File: src/rtl/iq_port_pkg.sv
package iq_port_pkg;
    // Frame slots in transfer order: 0 A-I, 1 A-Q, 2 B-I, 3 B-Q
    localparam int SLOTS = 4;
    localparam int LANES = 2;
    localparam int PW    = $clog2(SLOTS);

    function automatic logic [PW-1:0] last_slot(input logic two_ch);
        return two_ch ? PW'(SLOTS - 1) : PW'(1);
    endfunction
endpackage

File: src/rtl/iq_tx_framer.sv
module iq_tx_framer
    import iq_port_pkg::*;
#(
    parameter int WW = 12
) (
    input  logic          clk,
    input  logic          rst_n,
    input  logic          cfg_ddr,
    input  logic          cfg_mimo,
    input  logic          cfg_flag_en,
    input  logic [WW-1:0] in_ai,
    input  logic [WW-1:0] in_aq,
    input  logic [WW-1:0] in_bi,
    input  logic [WW-1:0] in_bq,
    output logic [WW-1:0] bus_out,
    output logic          flag_out
);
    typedef struct packed {
        logic [SLOTS-1:0][WW-1:0] hold;
        logic [PW-1:0]            pos;
        logic [WW-1:0]            rise_w;
        logic                     rise_f;
        logic [WW-1:0]            pend_w;
        logic                     pend_f;
    } tx_st_t;

    tx_st_t st_d, st_q;
    logic [WW-1:0] fall_w_q;
    logic          fall_f_q;

    always_comb begin
        logic [SLOTS-1:0][WW-1:0] src;
        logic [WW-1:0]            w;
        logic                     f;
        logic [PW-1:0]            last;
        st_d = st_q;
        src  = st_q.hold;
        last = last_slot(cfg_mimo);
        w    = '0;
        f    = 1'b0;
        for (int k = 0; k < LANES; k++) begin
            if (k == 0 || cfg_ddr) begin
                if (st_d.pos == '0) begin
                    src[0] = in_ai;
                    src[1] = in_aq;
                    src[2] = in_bi;
                    src[3] = in_bq;
                    st_d.hold = src;
                end
                w = src[st_d.pos];
                f = cfg_flag_en ? 1'b1 : ~st_d.pos[0];
                if (k == 0) begin
                    st_d.rise_w = w;
                    st_d.rise_f = f;
                end else begin
                    st_d.pend_w = w;
                    st_d.pend_f = f;
                end
                st_d.pos = (st_d.pos == last) ? '0 : st_d.pos + PW'(1);
            end
        end
    end

    always_ff @(posedge clk) begin
        if (!rst_n) st_q <= '0;
        else        st_q <= st_d;
    end

    always_ff @(negedge clk) begin
        if (!rst_n) begin
            fall_w_q <= '0;
            fall_f_q <= 1'b0;
        end else begin
            fall_w_q <= st_q.pend_w;
            fall_f_q <= st_q.pend_f;
        end
    end

    assign bus_out  = (cfg_ddr && !clk) ? fall_w_q : st_q.rise_w;
    assign flag_out = (cfg_ddr && !clk) ? fall_f_q : st_q.rise_f;

    // the sample set only reloads when a lane reaches slot 0
    a_r6_no_tear: assert property (@(posedge clk) disable iff (!rst_n)
        (st_q.pos != '0) && (!cfg_ddr || st_q.pos != last_slot(cfg_mimo)) |=> $stable(st_q.hold));

    // single-channel single-rate flag alternates I/Q every period
    a_r5_flag_alternates: assert property (@(posedge clk) disable iff (!rst_n)
        !cfg_flag_en && !cfg_ddr && !cfg_mimo |=> st_q.rise_f != $past(st_q.rise_f));
endmodule

File: src/rtl/iq_rx_deframer.sv
module iq_rx_deframer
    import iq_port_pkg::*;
#(
    parameter int WW = 12,
    parameter int CW = 8
) (
    input  logic          clk,
    input  logic          rst_n,
    input  logic          cfg_ddr,
    input  logic          cfg_mimo,
    input  logic          cfg_flag_en,
    input  logic [WW-1:0] bus_in,
    input  logic          flag_in,
    output logic [WW-1:0] out_ai,
    output logic [WW-1:0] out_aq,
    output logic [WW-1:0] out_bi,
    output logic [WW-1:0] out_bq,
    output logic          out_valid,
    output logic [CW-1:0] resync_cnt
);
    typedef struct packed {
        logic [WW-1:0]            rise_w;
        logic                     rise_f;
        logic [PW-1:0]            pos;
        logic [SLOTS-1:0][WW-1:0] stage;
        logic [SLOTS-1:0][WW-1:0] outv;
        logic                     valid;
        logic [CW-1:0]            cnt;
    } rx_st_t;

    localparam logic [CW-1:0] CNT_MAX = {CW{1'b1}};

    rx_st_t st_d, st_q;
    logic [WW-1:0] fall_w_q;
    logic          fall_f_q;

    always_ff @(negedge clk) begin
        if (!rst_n) begin
            fall_w_q <= '0;
            fall_f_q <= 1'b0;
        end else begin
            fall_w_q <= bus_in;
            fall_f_q <= flag_in;
        end
    end

    always_comb begin
        logic [LANES-1:0][WW-1:0] lane_w;
        logic [LANES-1:0]         lane_f;
        logic [LANES-1:0]         lane_on;
        logic                     take;
        logic [PW-1:0]            slot;
        logic [PW-1:0]            last;
        st_d        = st_q;
        st_d.valid  = 1'b0;
        st_d.rise_w = bus_in;
        st_d.rise_f = flag_in;
        lane_w[0]   = st_q.rise_w;
        lane_f[0]   = st_q.rise_f;
        lane_w[1]   = fall_w_q;
        lane_f[1]   = fall_f_q;
        lane_on[0]  = 1'b1;
        lane_on[1]  = cfg_ddr;
        last        = last_slot(cfg_mimo);
        take        = 1'b0;
        slot        = '0;
        for (int k = 0; k < LANES; k++) begin
            if (lane_on[k]) begin
                take = 1'b0;
                slot = st_d.pos;
                if (cfg_flag_en) begin
                    take = lane_f[k];
                end else if (lane_f[k] && st_d.pos[0]) begin
                    take = 1'b1;
                    slot = '0;
                    if (st_d.cnt != CNT_MAX) st_d.cnt = st_d.cnt + CW'(1);
                end else if (!lane_f[k] && !st_d.pos[0]) begin
                    st_d.pos = '0;
                end else begin
                    take = 1'b1;
                end
                if (take) begin
                    st_d.stage[slot] = lane_w[k];
                    if (slot == last) begin
                        st_d.outv[0] = st_d.stage[0];
                        st_d.outv[1] = st_d.stage[1];
                        if (cfg_mimo) begin
                            st_d.outv[2] = st_d.stage[2];
                            st_d.outv[3] = st_d.stage[3];
                        end
                        st_d.valid = 1'b1;
                        st_d.pos   = '0;
                    end else begin
                        st_d.pos = slot + PW'(1);
                    end
                end
            end
        end
    end

    always_ff @(posedge clk) begin
        if (!rst_n) st_q <= '0;
        else        st_q <= st_d;
    end

    assign out_ai     = st_q.outv[0];
    assign out_aq     = st_q.outv[1];
    assign out_bi     = st_q.outv[2];
    assign out_bq     = st_q.outv[3];
    assign out_valid  = st_q.valid;
    assign resync_cnt = st_q.cnt;

    // parallel outputs move only together with the valid strobe
    a_r2_outputs_hold: assert property (@(posedge clk) disable iff (!rst_n)
        !st_q.valid |-> $stable(st_q.outv));

    // single-channel frames leave channel B untouched
    a_r4_b_hold: assert property (@(posedge clk) disable iff (!rst_n)
        !cfg_mimo |=> $stable(st_q.outv[2]) && $stable(st_q.outv[3]));

    // in enable mode nothing is counted as a realignment
    a_r9_no_resync_count: assert property (@(posedge clk) disable iff (!rst_n)
        cfg_flag_en |=> $stable(st_q.cnt));
endmodule

File: src/rtl/iq_ddr_port.sv
module iq_ddr_port #(
    parameter int WW = 12,
    parameter int CW = 8
) (
    input  logic          clk,
    input  logic          rst_n,
    input  logic          cfg_ddr,
    input  logic          cfg_mimo,
    input  logic          cfg_flag_en,
    input  logic [WW-1:0] tx_ai,
    input  logic [WW-1:0] tx_aq,
    input  logic [WW-1:0] tx_bi,
    input  logic [WW-1:0] tx_bq,
    output logic [WW-1:0] tx_bus,
    output logic          tx_flag,
    input  logic [WW-1:0] rx_bus,
    input  logic          rx_flag,
    output logic [WW-1:0] rx_ai,
    output logic [WW-1:0] rx_aq,
    output logic [WW-1:0] rx_bi,
    output logic [WW-1:0] rx_bq,
    output logic          rx_valid,
    output logic [CW-1:0] rx_resync_cnt
);
    iq_tx_framer #(.WW(WW)) u_tx (
        .clk        (clk),
        .rst_n      (rst_n),
        .cfg_ddr    (cfg_ddr),
        .cfg_mimo   (cfg_mimo),
        .cfg_flag_en(cfg_flag_en),
        .in_ai      (tx_ai),
        .in_aq      (tx_aq),
        .in_bi      (tx_bi),
        .in_bq      (tx_bq),
        .bus_out    (tx_bus),
        .flag_out   (tx_flag)
    );

    iq_rx_deframer #(.WW(WW), .CW(CW)) u_rx (
        .clk        (clk),
        .rst_n      (rst_n),
        .cfg_ddr    (cfg_ddr),
        .cfg_mimo   (cfg_mimo),
        .cfg_flag_en(cfg_flag_en),
        .bus_in     (rx_bus),
        .flag_in    (rx_flag),
        .out_ai     (rx_ai),
        .out_aq     (rx_aq),
        .out_bi     (rx_bi),
        .out_bq     (rx_bq),
        .out_valid  (rx_valid),
        .resync_cnt (rx_resync_cnt)
    );
endmodule

File: config.mk
export PLATFORM = sky130hd
export DESIGN_NAME = iq_ddr_port
export DESIGN_NICKNAME = d
export VERILOG_FILES = /design/src/rtl/iq_port_pkg.sv /design/src/rtl/iq_tx_framer.sv /design/src/rtl/iq_rx_deframer.sv /design/src/rtl/iq_ddr_port.sv
export SDC_FILE = /design/constraint.sdc
export NUM_CORES = 1
export LEC_CHECK = 0
export BUFFER_PORTS_ARGS = -buffer_cell sky130_fd_sc_hd__buf_4
export CAP_MARGIN = 10
export CORE_UTILIZATION = 55
export CTS_CLUSTER_SIZE = 28
export DETAILED_ROUTE_END_ITERATION = 12
export PLACE_DENSITY = 0.76
export SETUP_SLACK_MARGIN = 0.4
export SYNTH_ARGS = -nofsm -noshare
export SYNTH_HDL_FRONTEND = slang
export SYNTH_SLANG_ARGS = --single-unit
File: constraint.sdc
create_clock -name clk -period 8.1 [get_ports clk]
set_input_delay 1.62 -clock clk [delete_from_list [all_inputs] [get_ports clk]]
set_output_delay 1.62 -clock clk [all_outputs]
set_load 0.02 [all_outputs]
# Yosys cells after proc, flatten, opt, wreduce, memory -nomap -nowiden
# Cells that the tools add are included.
# totals
ff_bits	222
in_bits	66
word_cells	114
# op_classes
bitwise	2
n_mux	54
add_sub_neg	6
n_reduce_logical	14
eq_ne	6
order_cmp	6
# ops
cell	count
$mux 99	2
$mux 48	3
$mux 107	1
$mux 49	2
$bwmux 48	2
$mux 12	5
$mux 50	1
$bmux 12 s2	2
$demux 12 s2	2
$mux 24	2
$mux 8	6
$mux 2	16
$add 8x1->8 const B	2
$ne 8x8->1 const B	2
$lt 2x3->1 const B	4
$mux 1	10
$add 2x1->2 const B	4
$eq 2x2->1	4
$logic_and 1x1->1	7
$logic_not 1->1	5
$ge 2x1->1 const B	2
$logic_not 2->1	2
$not 1->1	2

# Logic depth before layout (Yosys ltp)
# Gate-level depths: netlist of run 1.
# logic_depth
ltp_word	24
ltp_mapped	13
ltp_nobuf	9

# Cells and area by module
# A second synthesis of run 1 with hierarchy kept.
# hier_totals
cells_unflattened	1243
hier_area_um2	11141.9
# modules_own_cells
module	area_per_inst_um2	seq_area_each_um2	cells_each	n_inst
iq_rx_deframer	6708.9	2422.3	769	1
iq_tx_framer	4433.0	1781.7	474	1

==> results.py, run 1 <==
metrics = {
    "outcome": {
        "status": "completed",
    },
    "routing": {
        "vias_per_cell": 6.02,
        "dr_wl_met2_mm": 14.3,
        "first_iter_violations": 699,
        "num_vias": 9654,
        "drc": 0,
        "top_layer": "met4",
        "wirelength_met1_mm": 12.2,
        "drtPass1Iterations": 5,
        "met3_length_mm": 2.16,
        "postRouteAntennaNets": 0,
        "wl_per_cell_microns": 18.4,
        "wl_mm": 29.5,
    },
    "clock_tree": {
        "cts_tree": "yes",
        "holdBufCountCts": 0,
        "clk_latency_ns": 0.80,
        "clk_pin_slew_ns": 0.07,
    },
    "placement": {
        "place_congestion": 0.843,
        "port_buffers": 135,
        "hpwlAfterDp_mm": 18.9,
        "pre_cts_slack_ns": 1.25,
    },
    "setup_path": {
        "end_kind": "output pin",
        "worstRegToRegCells": 7,
        "r2r_slack_ns": 1.36,
        "path_max_fanout": 7,
        "critPathTopFamily": "buffers and inverters",
        "rr_startpoint": "u_rx.fall_f_q$_SDFF_NN0_",
        "cpMostUsedCell": "clkbuf_16",
        "crit_chain": "clkbuf_16, clkbuf_16, clkbuf_16, clkbuf_16, clkbuf_16, clkbuf_16, clkbuf_16, clkbuf_16, inv_2, nand2_2, clkbuf_16, clkbuf_16, mux2_4, buf_6",
        "path_depth": 14,
        "path_buf_inv": 12,
        "crit_start": "clk",
        "r2r_end": "u_rx.out_bq[7]$_SDFF_PN0_",
        "crit_required_ns": 6.48,
        "cp.arrival_ns": 6.02,
        "critPathMaxStageDelay_ns": 0.32,
        "critPathLaunchType": "clock port",
        "crit_type": "clock port to output pin",
        "cp_slowest_cell": "mux2_4",
    },
    "timing": {
        "rsz0062_at_grt": "false",
        "fin_ws_ns": 0.461,
        "final.setup.tns_ns": 0,
        "hold_viol_final": 0,
        "final-max-slew-violation-count": 0,
        "tightestPinTransition_ns": 1.22,
        "holdWs_ns": 0.465,
        "setup_viol": 0,
        "worst_clock_skew_ns": 0.288,
        "max_slew_margin": 0.182,
    },
    "logic_synthesis": {
        "yosysTopAreaCellShare": 0.386,
        "synth-edff-count": 0,
        "yosysTopAreaCell": "dfxtp_1",
        "synthCells": 1266,
        "synth_area_leaders": "dfxtp_1 39%, mux2i_1 9.5%, mux4_2 8.4%",
        "async_reset_ff_frac": 0,
        "syn-num-nets": 1340,
        "ys_ff_latch": 222,
        "ys_seq_area_frac": 0.386,
        "syn_area_per_cell_sq_um": 9.10,
        "ys_types": 56,
        "ys.flop_type": "dfxtp_1",
        "syn-cell-area_sq_um": 11500,
        "synth_warnings": 0,
    },
    "hold_path": {
        "worstHoldStart": "u_tx.st_q[70]$_SDFF_PN0_",
        "whs_path_depth": 2,
        "holdPathEnd": "u_tx.st_q[70]$_SDFF_PN0_",
        "min_path_type": "register to register",
    },
    "die": {
        "dieArea_sq_um": 21500,
        "die_h_microns": 147,
        "pin_count": 136,
        "fp.coreArea_sq_um": 20400,
        "row_count": 52,
        "die_w_microns": 147,
        "initial_utilization": 0.566,
    },
    "grt": {
        "grt_start_max_net_pins": 92,
        "grt_pass1_wl_mm": 47.8,
        "overflow": 0,
        "antenna_found_initial": 0,
        "grtUsageTotal": 0.273,
        "first_global_vias": 9344,
    },
    "layout": {
        "final_nets": 1389,
        "most-common-layout-cells": "221 x dfxtp_1, 159 x nand2_1, 147 x buf_4, 121 x nor2_1, 109 x mux2i_1",
        "layout_commonest_cell": "dfxtp_1",
        "drive_gt1_frac": 0.219,
        "syn2layout_area_growth_pct": 15.9,
        "diodes": 0,
    },
    "power": {
        "total_power_mw": 3.27,
        "power_per_cell_area_nw_per_um2": 245,
        "ir_drop_mv": 0.182,
        "p_leak_nw": 5.68,
    },
    "run": {
        "drv_cap": 0,
    },
}
[per-layer routing]
layer,vias up,global-route usage
li1,4570,-
met1,4653,0.347
met2,352,0.448
met3,79,0.0621
met4,0,0.116
met5,-,0
[registers in the layout, summed over array words and instances (netlist names), 8 cells and up]
| register | cells |
|---|---|
| u_rx.out_bq | 12 |
| u_tx.fall_w_q | 12 |
| u_rx.out_aq | 12 |
| u_rx.st_q | 63 |
| u_rx.out_bi | 12 |
| u_rx.out_ai | 12 |
| u_tx.st_q | 76 |
| u_rx.resync_cnt | 8 |
| u_rx.fall_w_q | 12 |
[stage by stage]
stage / utilization / cells / cell area (sq um)
after detailed placement: 0.597 / 1523 / 12200
after floorplan: - / 1266 / 11500
final: 0.656 / 1604 / 13400
after global placement: 0.597 / 1523 / 12200
after global routing: 0.656 / 1604 / 13400
after CTS: 0.656 / 1604 / 13400
[power breakdown]
part           internal, mW  total [mW]  switching [mW]
Combinational         0.241       0.517           0.276
Sequential             1.18        1.24          0.0639
Clock                 0.922        1.52           0.595
[cell usage after synthesis, types with 3 or more instances]
cell	n
dfxtp_1	222
nand2_1	160
nor2_1	122
mux2i_1	109
a21oi_1	106
a211oi_1	83
clkbuf_1	72
buf_4	60
mux4_2	43
mux2_2	31
and2_1	28
o21ai_0	21
o211ai_1	19
inv_1	18
buf_2	16
a21o_1	14
nor3_1	14
o21a_1	13
a211o_1	12
buf_1	12
a22oi_1	11
nand3_1	10
ha_1	8
nand2b_1	5
nor2b_1	5
or2_2	4
xor2_1	4
nand4_1	3
o21ai_1	3
xnor2_1	3
[cell families after synthesis]
kind of cell / after synthesis / synth area share
fa+ha+maj: 8 / 0.00869
compound gates: 301 / 0.173
mux: 183 / 0.209
buf+inv: 179 / 0.0797
xor+xnor: 7 / 0.00532
flops: 222 / 0.386
simple gates: 366 / 0.139
[cell type report]
cell class | count | area, sq um
Tap cell | 270 | 338
Clock inverter | 41 | 229
Fill cell | 1575 | 7010
Clock buffer | 54 | 1060
Timing Repair Buffer | 135 | 1010
Inverter | 17 | 66.3
Sequential cell | 222 | 4450
Multi-Input combinational cell | 865 | 6210
[worst min-delay path: stages, from the launching register on]
cell and delay [ns]:
dfxtp_1 0.32, nand2_1 0.05, a21oi_1 0.05
[repair_timing]
action	CTS	global route
pin swaps	0	0
setup endpoints to repair	13	8
setup buffers	2	0
gates resized for setup	7	1
[worst max-delay path by stage]
stage	endpoint	slack (ns)
floorplan	tx_bus[10]	1.33
global placement	tx_bus[0]	1.25
detailed placement	tx_bus[0]	1.25
CTS	tx_bus[0]	0.41
global route	tx_flag	0.41
finish	tx_bus[0]	0.46
No activity file was read; power rests on OpenSTA's default activity.
==> run 2, diff against run 1 <==
clock period = 9 ns   (was 8.1 ns; I/O delays follow)
==> run 2 against run 1 <==
First-iteration DRC count rose by 3.9%. Largest power group unchanged. Clock skew fell by 0.21 ns. Wire length rose by 1.9%. Count of clock-buffer cells in the layout fell by 3. Non-clock buffer count did not move. Core utilization fell by 0.17 points. Power fell by 10%. Via count rose by 0.86%. Combinational power fell by 9.7%. Critical endpoint is now tx_bus[4]. Register-to-register slack improved by 0.49 ns. Highest routed layer unchanged. Critical path depth did not move. Setup slack improved by 0.062 ns.
==> results.py, run 2 (synthesized netlist as in run 1, its figures left out) <==
metrics = {
    "layout": {
        "syn2layout_area_growth_pct": 15.7,
        "fillers": 1621,
        "finalNonFillerCells": 1604,
        "multi_input_area_sq_um": 6190,
        "regArea_sq_um": 4450,
        "top_regs": "u_tx.st_q x76, u_rx.st_q x63",
        "diodes": 0,
        "final_nets": 1388,
        "layout_commonest_cell": "dfxtp_1",
        "drive_gt1_frac": 0.216,
        "most-common-layout-cells": "221 x dfxtp_1, 160 x nand2_1, 148 x buf_4, 121 x nor2_1, 109 x mux2i_1",
        "largest_reg_flops": 76,
        "largest-register": "u_tx.st_q",
        "post-route-util": 0.654,
    },
    "grt": {
        "first_global_vias": 9324,
        "grt_start_max_net_pins": 91,
        "grt_pass1_wl_mm": 48.1,
        "antenna_found_initial": 0,
        "grtUsageTotal": 0.277,
        "overflow": 0,
    },
    "timing": {
        "hold_viol_final": 0,
        "final.setup.tns_ns": 0,
        "tightestPinTransition_ns": 1.14,
        "setup_viol": 0,
        "holdWs_ns": 0.464,
        "max_slew_margin": 0.233,
        "rsz0062_at_grt": "false",
        "worst_clock_skew_ns": 0.0799,
        "final-max-slew-violation-count": 0,
    },
    "die": {
        "die_h_microns": 147,
        "dieArea_sq_um": 21500,
        "fp.coreArea_sq_um": 20400,
        "row_count": 52,
        "pin_count": 136,
        "die_w_microns": 147,
        "initial_utilization": 0.566,
    },
    "power": {
        "switchingPower_mw": 0.847,
        "ir_drop_mv": 0.168,
        "seq_power_share": 0.380,
        "combPwrFrac": 0.159,
        "p_leak_nw": 5.65,
        "swShare": 0.288,
        "power_per_cell_area_nw_per_um2": 221,
        "p_int_mw": 2.09,
        "total_power_mw": 2.94,
        "power_frac_clock": 0.461,
    },
    "routing": {
        "vias_per_cell": 6.07,
        "drc": 0,
        "wl_per_cell_microns": 18.7,
        "first_iter_violations": 726,
        "drtPass1Iterations": 7,
        "postRouteAntennaNets": 0,
        "num_vias": 9737,
        "wl_mm": 30.0,
    },
    "setup_path": {
        "path_max_fanout": 12,
        "crit_type": "clock port to output pin",
        "end_kind": "output pin",
        "r2r_end": "u_rx.out_bq[6]$_SDFF_PN0_",
        "crit_required_ns": 7.20,
        "rr_startpoint": "u_rx.fall_f_q$_SDFF_NN0_",
        "critPathLaunchType": "clock port",
        "cp.arrival_ns": 6.68,
        "crit_start": "clk",
        "worstRegToRegCells": 7,
        "endpoint": "tx_bus[4]",
        "r2r_slack_ns": 1.85,
    },
    "placement": {
        "port_buffers": 135,
        "place_congestion": 0.831,
        "hpwlAfterDp_mm": 19.0,
        "dpl.cell_count": 1523,
    },
    "run": {
        "drv_cap": 0,
    },
    "clock_tree": {
        "post_cts_resized": 0,
        "clk_latency_ns": 0.59,
        "clk_pin_slew_ns": 0.06,
        "cts_tree": "yes",
        "holdBufCountCts": 0,
        "cts_setup_buffers": 0,
    },
    "outcome": {
        "status": "completed",
    },
    "hold_path": {
        "min_path_type": "register to register",
    },
}
[run 2: changes by cell type in the layout (fill, tap and decap cells not counted), moves of 2 or more]
cell        before  now
clkinv_2         6    2
buf_6            3    0
mux2_2          28   31
mux2_4           3    0
clkbuf_1         1    3
clkbuf_8         2    0
clkinv_4         1    3
clkinvlp_4       0    2
[run 2: layout make-up]
| type | count | area share |
|---|---|---|
| tap | 270 | 0.0254 |
| multi-input combinational | 865 | 0.465 |
| timing repair buffer | 135 | 0.0761 |
| clock inverter | 44 | 0.0210 |
| sequential | 222 | 0.334 |
| clock buffer | 51 | 0.0739 |
| inverter | 17 | 0.00498 |
[run 2: how the worst min path moves through the flow]
stage,startpoint,to,slack (ns),cells after the start
after floorplan,u_tx.st_q[51]$_SDFF_PN0_,u_tx.st_q[51]$_SDFF_PN0_,0.44,2
after global placement,u_tx.st_q[47]$_SDFF_PN0_,u_tx.st_q[47]$_SDFF_PN0_,0.45,2
after detailed placement,u_tx.st_q[74]$_SDFF_PN0_,u_tx.st_q[74]$_SDFF_PN0_,0.46,2
after CTS,u_tx.st_q[74]$_SDFF_PN0_,u_tx.st_q[74]$_SDFF_PN0_,0.47,2
after global routing,u_tx.st_q[45]$_SDFF_PN0_,u_tx.st_q[45]$_SDFF_PN0_,0.48,2
final,u_tx.st_q[74]$_SDFF_PN0_,u_tx.st_q[74]$_SDFF_PN0_,0.46,2
[run 2: per-stage QoR]
| step | worst slack, ns | instance area, sq um |
|---|---|---|
| 6_report | 0.523 | 13300 |
| 5_1_grt | 0.469 | 13300 |
| 4_1_cts | 0.491 | 13300 |
| 3_5_place_dp | 1.52 | 12200 |
| 3_3_place_gp | 1.52 | 12200 |
| 2_1_floorplan | 1.60 | 11500 |
[run 2: power groups by stage]
| stage | Clock, mW | Sequential (mW) | Combinational (mW) |
|---|---|---|---|
| floorplan | 0.0768 | 1.11 | 0.368 |
| global placement | 0.0976 | 1.13 | 0.452 |
| detailed placement | 0.0976 | 1.14 | 0.461 |
| CTS | 1.37 | 1.12 | 0.467 |
| global route | 1.43 | 1.12 | 0.510 |
| finish | 1.36 | 1.12 | 0.467 |
[run 2: worst max-delay path, cell delays in order]
cell and delay, ns:
clkbuf_16 0.13, clkbuf_16 0.20, clkbuf_16 0.18, clkbuf_16 0.14
clkbuf_16 0.13, clkbuf_16 0.13, clkbuf_16 0.13, clkbuf_16 0.13
inv_1 0.05, nand2_1 0.11, clkbuf_16 0.21, clkbuf_16 0.15
mux2_2 0.30, buf_4 0.17
[run 2: routing by layer]
metal | global-route usage | wire length, microns
met5 | 0 | 0
met4 | 0.121 | 840
met3 | 0.0612 | 2120
met2 | 0.449 | 14400
met1 | 0.355 | 12700
